==> config.mk <==
export PLATFORM = sky130hd
export DESIGN_NAME = mvx_swap_unit
export DESIGN_NICKNAME = d
export VERILOG_FILES = /design/src/rtl/mvx_pkg.sv /design/src/rtl/mvx_decode.sv /design/src/rtl/mvx_sext.sv /design/src/rtl/mvx_bswap.sv /design/src/rtl/mvx_swap_unit.sv
export SDC_FILE = /design/constraint.sdc
export NUM_CORES = 1
export LEC_CHECK = 0
export BUFFER_PORTS_ARGS = -buffer_cell sky130_fd_sc_hd__clkbuf_2
export CAP_MARGIN = 30
export CORE_MARGIN = 4
export CORE_UTILIZATION = 47
export DETAILED_ROUTE_END_ITERATION = 8
export GPL_TIMING_DRIVEN = 1
export PLACE_DENSITY = 0.84
export SLEW_MARGIN = 20
export SYNTH_ARGS = -nofsm -noshare
export SYNTH_HDL_FRONTEND = slang
export SYNTH_SLANG_ARGS = --single-unit
==> constraint.sdc <==
create_clock -name vclk -period 4.22
set_input_delay 0.422 -clock vclk [all_inputs]
set_output_delay 0.422 -clock vclk [all_outputs]
set_load 0.1 [all_outputs]
==> src/rtl/mvx_pkg.sv <==
// Package: shared encodings and the internal operation kind for the
// move/extend/swap slice. Assumes the field widths of the issue stage.
package mvx_pkg;

    localparam logic [3:0] OPC_MOV = 4'hb;
    localparam logic [3:0] OPC_NEG = 4'h8;
    localparam logic [3:0] OPC_END = 4'hd;

    localparam logic [2:0] CLS_WIDE   = 3'h7;
    localparam logic [2:0] CLS_NARROW = 3'h4;

    // Number of sign-extension widths (8, 16, 32) and of swap widths (16, 32, 64).
    localparam int N_EXT  = 3;
    localparam int N_SWAP = 3;

    typedef enum logic [3:0] {
        K_NONE,
        K_MOV,
        K_SX8,
        K_SX16,
        K_SX32,
        K_NEG,
        K_SW16,
        K_SW32,
        K_SW64,
        K_BAD
    } op_kind_e;

    typedef struct packed {
        op_kind_e kind;
        logic     narrow;
    } op_dec_t;

endpackage

==> src/rtl/mvx_decode.sv <==
// Module: decodes opcode, class, source select, offset and immediate into an
// operation kind. Assumes the caller gates the result with its valid bit.
module mvx_decode
    import mvx_pkg::*;
#(
    parameter int OFF_W = 16,
    parameter int IMM_W = 32
) (
    input  logic [3:0]       opcode,
    input  logic [2:0]       cls,
    input  logic             src_reg,
    input  logic [OFF_W-1:0] offset,
    input  logic [IMM_W-1:0] imm,
    output op_dec_t          dec
);

    localparam logic [OFF_W-1:0] OFF_B = OFF_W'(8);
    localparam logic [OFF_W-1:0] OFF_H = OFF_W'(16);
    localparam logic [OFF_W-1:0] OFF_WD = OFF_W'(32);
    localparam logic [IMM_W-1:0] IMM_16 = IMM_W'(16);
    localparam logic [IMM_W-1:0] IMM_32 = IMM_W'(32);
    localparam logic [IMM_W-1:0] IMM_64 = IMM_W'(64);

    logic in_space;
    logic narrow;

    // Purpose: flag the two classes this slice serves.
    always_comb begin
        narrow   = (cls == CLS_NARROW);
        in_space = (cls == CLS_WIDE) || narrow;
    end

    // Purpose: select the operation kind from opcode and modifier fields.
    always_comb begin
        dec.narrow = narrow;
        dec.kind   = K_NONE;
        if (in_space) begin
            case (opcode)
                OPC_MOV: begin
                    if (offset == '0)
                        dec.kind = K_MOV;
                    else if (!src_reg)
                        dec.kind = K_BAD;
                    else if (offset == OFF_B)
                        dec.kind = K_SX8;
                    else if (offset == OFF_H)
                        dec.kind = K_SX16;
                    else if (offset == OFF_WD && !narrow)
                        dec.kind = K_SX32;
                    else
                        dec.kind = K_BAD;
                end
                OPC_NEG: begin
                    dec.kind = src_reg ? K_BAD : K_NEG;
                end
                OPC_END: begin
                    if (!narrow) begin
                        if (src_reg)
                            dec.kind = K_BAD;
                        else if (imm == IMM_16)
                            dec.kind = K_SW16;
                        else if (imm == IMM_32)
                            dec.kind = K_SW32;
                        else if (imm == IMM_64)
                            dec.kind = K_SW64;
                        else
                            dec.kind = K_BAD;
                    end
                end
                default: dec.kind = K_NONE;
            endcase
        end
    end

endmodule

==> src/rtl/mvx_sext.sv <==
// Module: produces the operand sign-extended from each of the 8, 16 and 32
// bit low fields. Assumes DATA_W is larger than the widest field.
module mvx_sext
    import mvx_pkg::*;
#(
    parameter int DATA_W = 64
) (
    input  logic [DATA_W-1:0]             op_in,
    output logic [N_EXT-1:0][DATA_W-1:0]  ext_out
);

    for (genvar g = 0; g < N_EXT; g++) begin : g_ext
        localparam int FW = 8 << g;
        // Purpose: replicate the field's top bit above the field.
        assign ext_out[g] = {{(DATA_W - FW){op_in[FW-1]}}, op_in[FW-1:0]};
    end

endmodule

==> src/rtl/mvx_bswap.sv <==
// Module: produces the byte-reversed low 2, 4 and 8 byte fields of the
// operand, upper bits cleared. Assumes DATA_W is a multiple of 64.
module mvx_bswap
    import mvx_pkg::*;
#(
    parameter int DATA_W = 64
) (
    input  logic [DATA_W-1:0]             op_in,
    output logic [N_SWAP-1:0][DATA_W-1:0] swp_out
);

    for (genvar g = 0; g < N_SWAP; g++) begin : g_sw
        localparam int NB = 2 << g;
        localparam int FW = NB * 8;
        logic [FW-1:0] field;
        for (genvar b = 0; b < NB; b++) begin : g_byte
            // Purpose: move byte b to the mirrored position.
            assign field[8*b +: 8] = op_in[8*(NB-1-b) +: 8];
        end
        // Purpose: zero-extend the swapped field to the data width.
        assign swp_out[g] = DATA_W'(field);
    end

endmodule

==> src/rtl/mvx_swap_unit.sv <==
// Module: top of the move/extend/swap execution slice. Combinational: result,
// write-enable and illegal flag follow the inputs in the same cycle. Assumes
// the register file samples the outputs at its own clock edge.
module mvx_swap_unit
    import mvx_pkg::*;
#(
    parameter int DATA_W = 64,
    parameter int OFF_W  = 16,
    parameter int IMM_W  = 32
) (
    input  logic              in_valid,
    input  logic [3:0]        in_opcode,
    input  logic [2:0]        in_class,
    input  logic              in_src_reg,
    input  logic [OFF_W-1:0]  in_offset,
    input  logic [IMM_W-1:0]  in_imm,
    input  logic [DATA_W-1:0] in_dst,
    input  logic [DATA_W-1:0] in_src,
    output logic [DATA_W-1:0] out_result,
    output logic              out_wr_en,
    output logic              out_illegal
);

    localparam int HALF_W = DATA_W / 2;

    op_dec_t                          dec;
    logic [DATA_W-1:0]                operand;
    logic [N_EXT-1:0][DATA_W-1:0]     ext_vals;
    logic [N_SWAP-1:0][DATA_W-1:0]    swp_vals;
    logic [DATA_W-1:0]                raw;
    logic [DATA_W-1:0]                shaped;
    logic                             writes;

    mvx_decode #(
        .OFF_W (OFF_W),
        .IMM_W (IMM_W)
    ) u_dec (
        .opcode  (in_opcode),
        .cls     (in_class),
        .src_reg (in_src_reg),
        .offset  (in_offset),
        .imm     (in_imm),
        .dec     (dec)
    );

    // Purpose: choose register or sign-extended immediate as the operand.
    always_comb begin
        operand = in_src_reg ? in_src
                             : {{(DATA_W - IMM_W){in_imm[IMM_W-1]}}, in_imm};
    end

    mvx_sext #(.DATA_W(DATA_W)) u_sext (
        .op_in   (in_src),
        .ext_out (ext_vals)
    );

    mvx_bswap #(.DATA_W(DATA_W)) u_swap (
        .op_in   (in_dst),
        .swp_out (swp_vals)
    );

    // Purpose: select the raw result for the decoded kind.
    always_comb begin
        case (dec.kind)
            K_MOV:   raw = operand;
            K_SX8:   raw = ext_vals[0];
            K_SX16:  raw = ext_vals[1];
            K_SX32:  raw = ext_vals[2];
            K_NEG:   raw = '0 - in_dst;
            K_SW16:  raw = swp_vals[0];
            K_SW32:  raw = swp_vals[1];
            K_SW64:  raw = swp_vals[2];
            default: raw = '0;
        endcase
    end

    // Purpose: zero the upper half for the 32-bit class.
    always_comb begin
        shaped = dec.narrow ? {{(DATA_W - HALF_W){1'b0}}, raw[HALF_W-1:0]} : raw;
    end

    // Purpose: drive the write-enable, illegal flag and gated result.
    always_comb begin
        writes      = in_valid && (dec.kind != K_NONE) && (dec.kind != K_BAD);
        out_wr_en   = writes;
        out_illegal = in_valid && (dec.kind == K_BAD);
        out_result  = writes ? shaped : '0;
    end

endmodule


==> impl_results.md <==
- Post_cts resized: 0
- Final antenna-violating net count: 0
- Leakage power: 2.39 nW
- Net Sw Power: 0.000199 W
- Avg Inst Size Synth: 6.43 um2
- Synthesized area: 4420 um2
- FF/Latch Area: 0 um2
- DP HPWL: 17900 um
- Gate power share: 1.000
- Setup crit end kind: output port
- Worst stage delay on the critical path: 0.55 ns
- Largest net degree at the start of global routing: 50
- Vias in the first global route: 6858
- Antenna cells: 0
- Max_slew headroom: 0.367
- Syn Nets: 873
- Register area share after synthesis: 0
- Cell Area, Placed: 7160 um2
- Placed cells: 1012
- Nets: 1089
- Largest family of logic cells by synthesized area: simple AND/OR/NAND/NOR gates
- Post-CTS Setup Inserts: 0
- Die X: 105 um
- Core ar.: 9200 um2
- PortBufs: 251
- DRC Markers: 0
- Cts hold-fix bufs: 0
- Cell family with most CP delay: simple AND/OR/NAND/NOR gates
- Min-Delay Path Class: primary input to output port
- Status: complete, no violations
- Global-route wire length before repair: 34800 um
- Die area: 11000 um2
- Post-Synth Simple-Gate Area: 0.368
- IO Pins: 251
- CP Buf/Inv Count: 3
- Sequential Power Share: 0
- Hold Vio Cnt, Final: 0
- Starting Density: 0.480
- Initial antenna violation count: 0
- Seq Cell Count: 0
- Post-route insts no fill: 1012
- Minimum clock period: 4.02 ns
- Area Overhead vs Synth: 62.1%
- DR vias: 7033
- Final wirelength: 22300 um
- Starting DRT DRC Count: 1018
- Total congestion overflow: 0
- Synth warn: 0
- Max_cap viols: 0
- Synth Area in XOR/XNOR: 0.121
- Multi-input combinational cell area: 4460 um2
- Crit share post-route: 0.952
- Global-route usage over all layers: 0.378
- Unique masters post-synth: 63
- Internal Power: 0.000146 W
- Synth Instances: 687
- Worst setup SP type: primary input
- WS Path Type: primary input to output port
- Compound-gate portion of the synthesized area: 0.358
- Critical path fanouts, max: 16
- Wirelength per Cell: 22.0 um
- Slew Limit Fails: 0
- Net Sw Frac: 0.576
- Crit-path cells: clkbuf_2 -> nand4b_1 -> or3_1 -> or3_1 -> nand3_1 -> nor2_1 -> o211ai_1 -> buf_4 -> a41oi_1 -> buf_12
- Worst VDD drop: 0.0587 mV
- Worst Tran Pin Value: 0.949 ns
- PwrDens: 48.2 nW/um2
- Clock share of power: 0
- Die height: 105 um
- Via density: 6.95
- Synth Area in Adders: 0.00283
- Max Freq: 0.249 GHz
- WP data required: 3.80 ns
- Fraction of layout cells with a size suffix above 1: 0.422
- Multiplexer share of the synthesized area: 0.0765
- GP Congestion: 1.03
- CLK BUF: 0
- Rows: 35
- Finished Cell Area: 7160 um2
- DRT Pass-1 Iters: 9
- Worst path slowest cell: nand3_1
- Worst path arrival time: 3.60 ns
- RSZ-0062 raised after global routing: false
- Most used cell, CP: or3_1
- Setup violators final: 0
- Fill cells: 654
area by class of cell:
cell class / count / area share
Inverter: 10 / 0.00524
Multi-Input combinational cell: 607 / 0.623
Tap cell: 111 / 0.0194
Timing Repair Buffer: 284 / 0.353
tightest hold or removal path: cells and delay by family:
| kind | cells | cell delay, ns |
|---|---|---|
| buf+inv | 2 | 0.28 |
| simple gates | 2 | 0.13 |
through the flow:
step / utilization / hold slack (ns) / TNS [ns] / worst slack (ns) / power (W)
after global placement: 0.777 / 1.24 / 0 / 0.322 / 0.000322
after detailed placement: 0.779 / 1.25 / 0 / 0.298 / 0.000330
after global routing: 0.779 / 1.29 / 0 / 0.00287 / 0.000363
after CTS: 0.779 / 1.25 / 0 / 0.297 / 0.000332
after floorplan: - / 1.09 / -4.41 / -0.329 / 0.000154
final: 0.779 / 1.25 / 0 / 0.203 / 0.000345
power by group through the flow:
stage               combinational [W]  clock, W  sequential, W
CTS                          0.000332         0              0
detailed placement           0.000330         0              0
floorplan                    0.000154         0              0
global placement             0.000322         0              0
global route                 0.000363         0              0
finish                       0.000345         0              0
path summary, 6_finish.rpt:
kind / from / to / cells after the start
max: in_opcode[2] / out_result[29] / 10
min: in_valid / out_illegal / 4
logic make-up (layout without fill, tap and decap cells):
kind of cell	count (synthesis)	count (layout)
compound gates	224	224
mux	31	31
simple gates	290	290
fa+ha+maj	1	1
buf+inv	80	294
xor+xnor	61	61
cells in the final DEF, fill, tap and decap left out, types with 6 or more instances in the layout:
cell       instances
a21o_1            11
a21oi_1           34
a221oi_1          11
a22oi_1           16
a2bb2oi_1         24
a31oi_1           14
a31oi_2           39
a41oi_1            6
a41oi_2           11
and3_1            11
buf_12            68
buf_4             30
clkbuf_2         185
inv_1             10
mux2_2            22
mux2i_1            9
nand2_1           65
nand2b_1           7
nand3_1           47
nand3b_1           7
nand4_1           19
nor2_1            25
nor3_1            28
nor4_1            24
o21ai_0           19
or3_1             10
or4_1              9
xnor2_1           40
xor2_1            21
cells in the mapped netlist, drive strengths merged (5+ instances only):
cell type / number / area, um2
nand2: 65 / 244
a31oi: 53 / 332
clkbuf: 53 / 199
nand3: 47 / 235
xnor2: 40 / 350
a21oi: 34 / 170
nor3: 34 / 191
nor4: 30 / 234
nor2: 26 / 97.6
a2bb2oi: 24 / 210
mux2: 22 / 248
o21ai: 21 / 105
xor2: 21 / 184
nand4: 19 / 119
a22oi: 17 / 133
a41oi: 17 / 149
buf: 17 / 92.6
a21o: 11 / 82.6
a221oi: 11 / 96.3
and3: 11 / 68.8
inv: 10 / 37.5
or3: 10 / 62.6
or4: 10 / 78.8
mux2i: 9 / 90.1
nand2b: 7 / 43.8
nand3b: 7 / 52.6
a211oi: 5 / 37.5
nor2b: 5 / 31.3
o211a: 5 / 50.1
o41ai: 5 / 43.8
routing by layer:
layer,track usage,part of all wire,wire length (um)
met4,0.153,0.043,959
met3,0.0834,0.13,2990
met5,0,0,0
met1,0.455,0.35,7860
met2,0.647,0.47,10500
No activity file was read; power rests on OpenSTA's default activity.
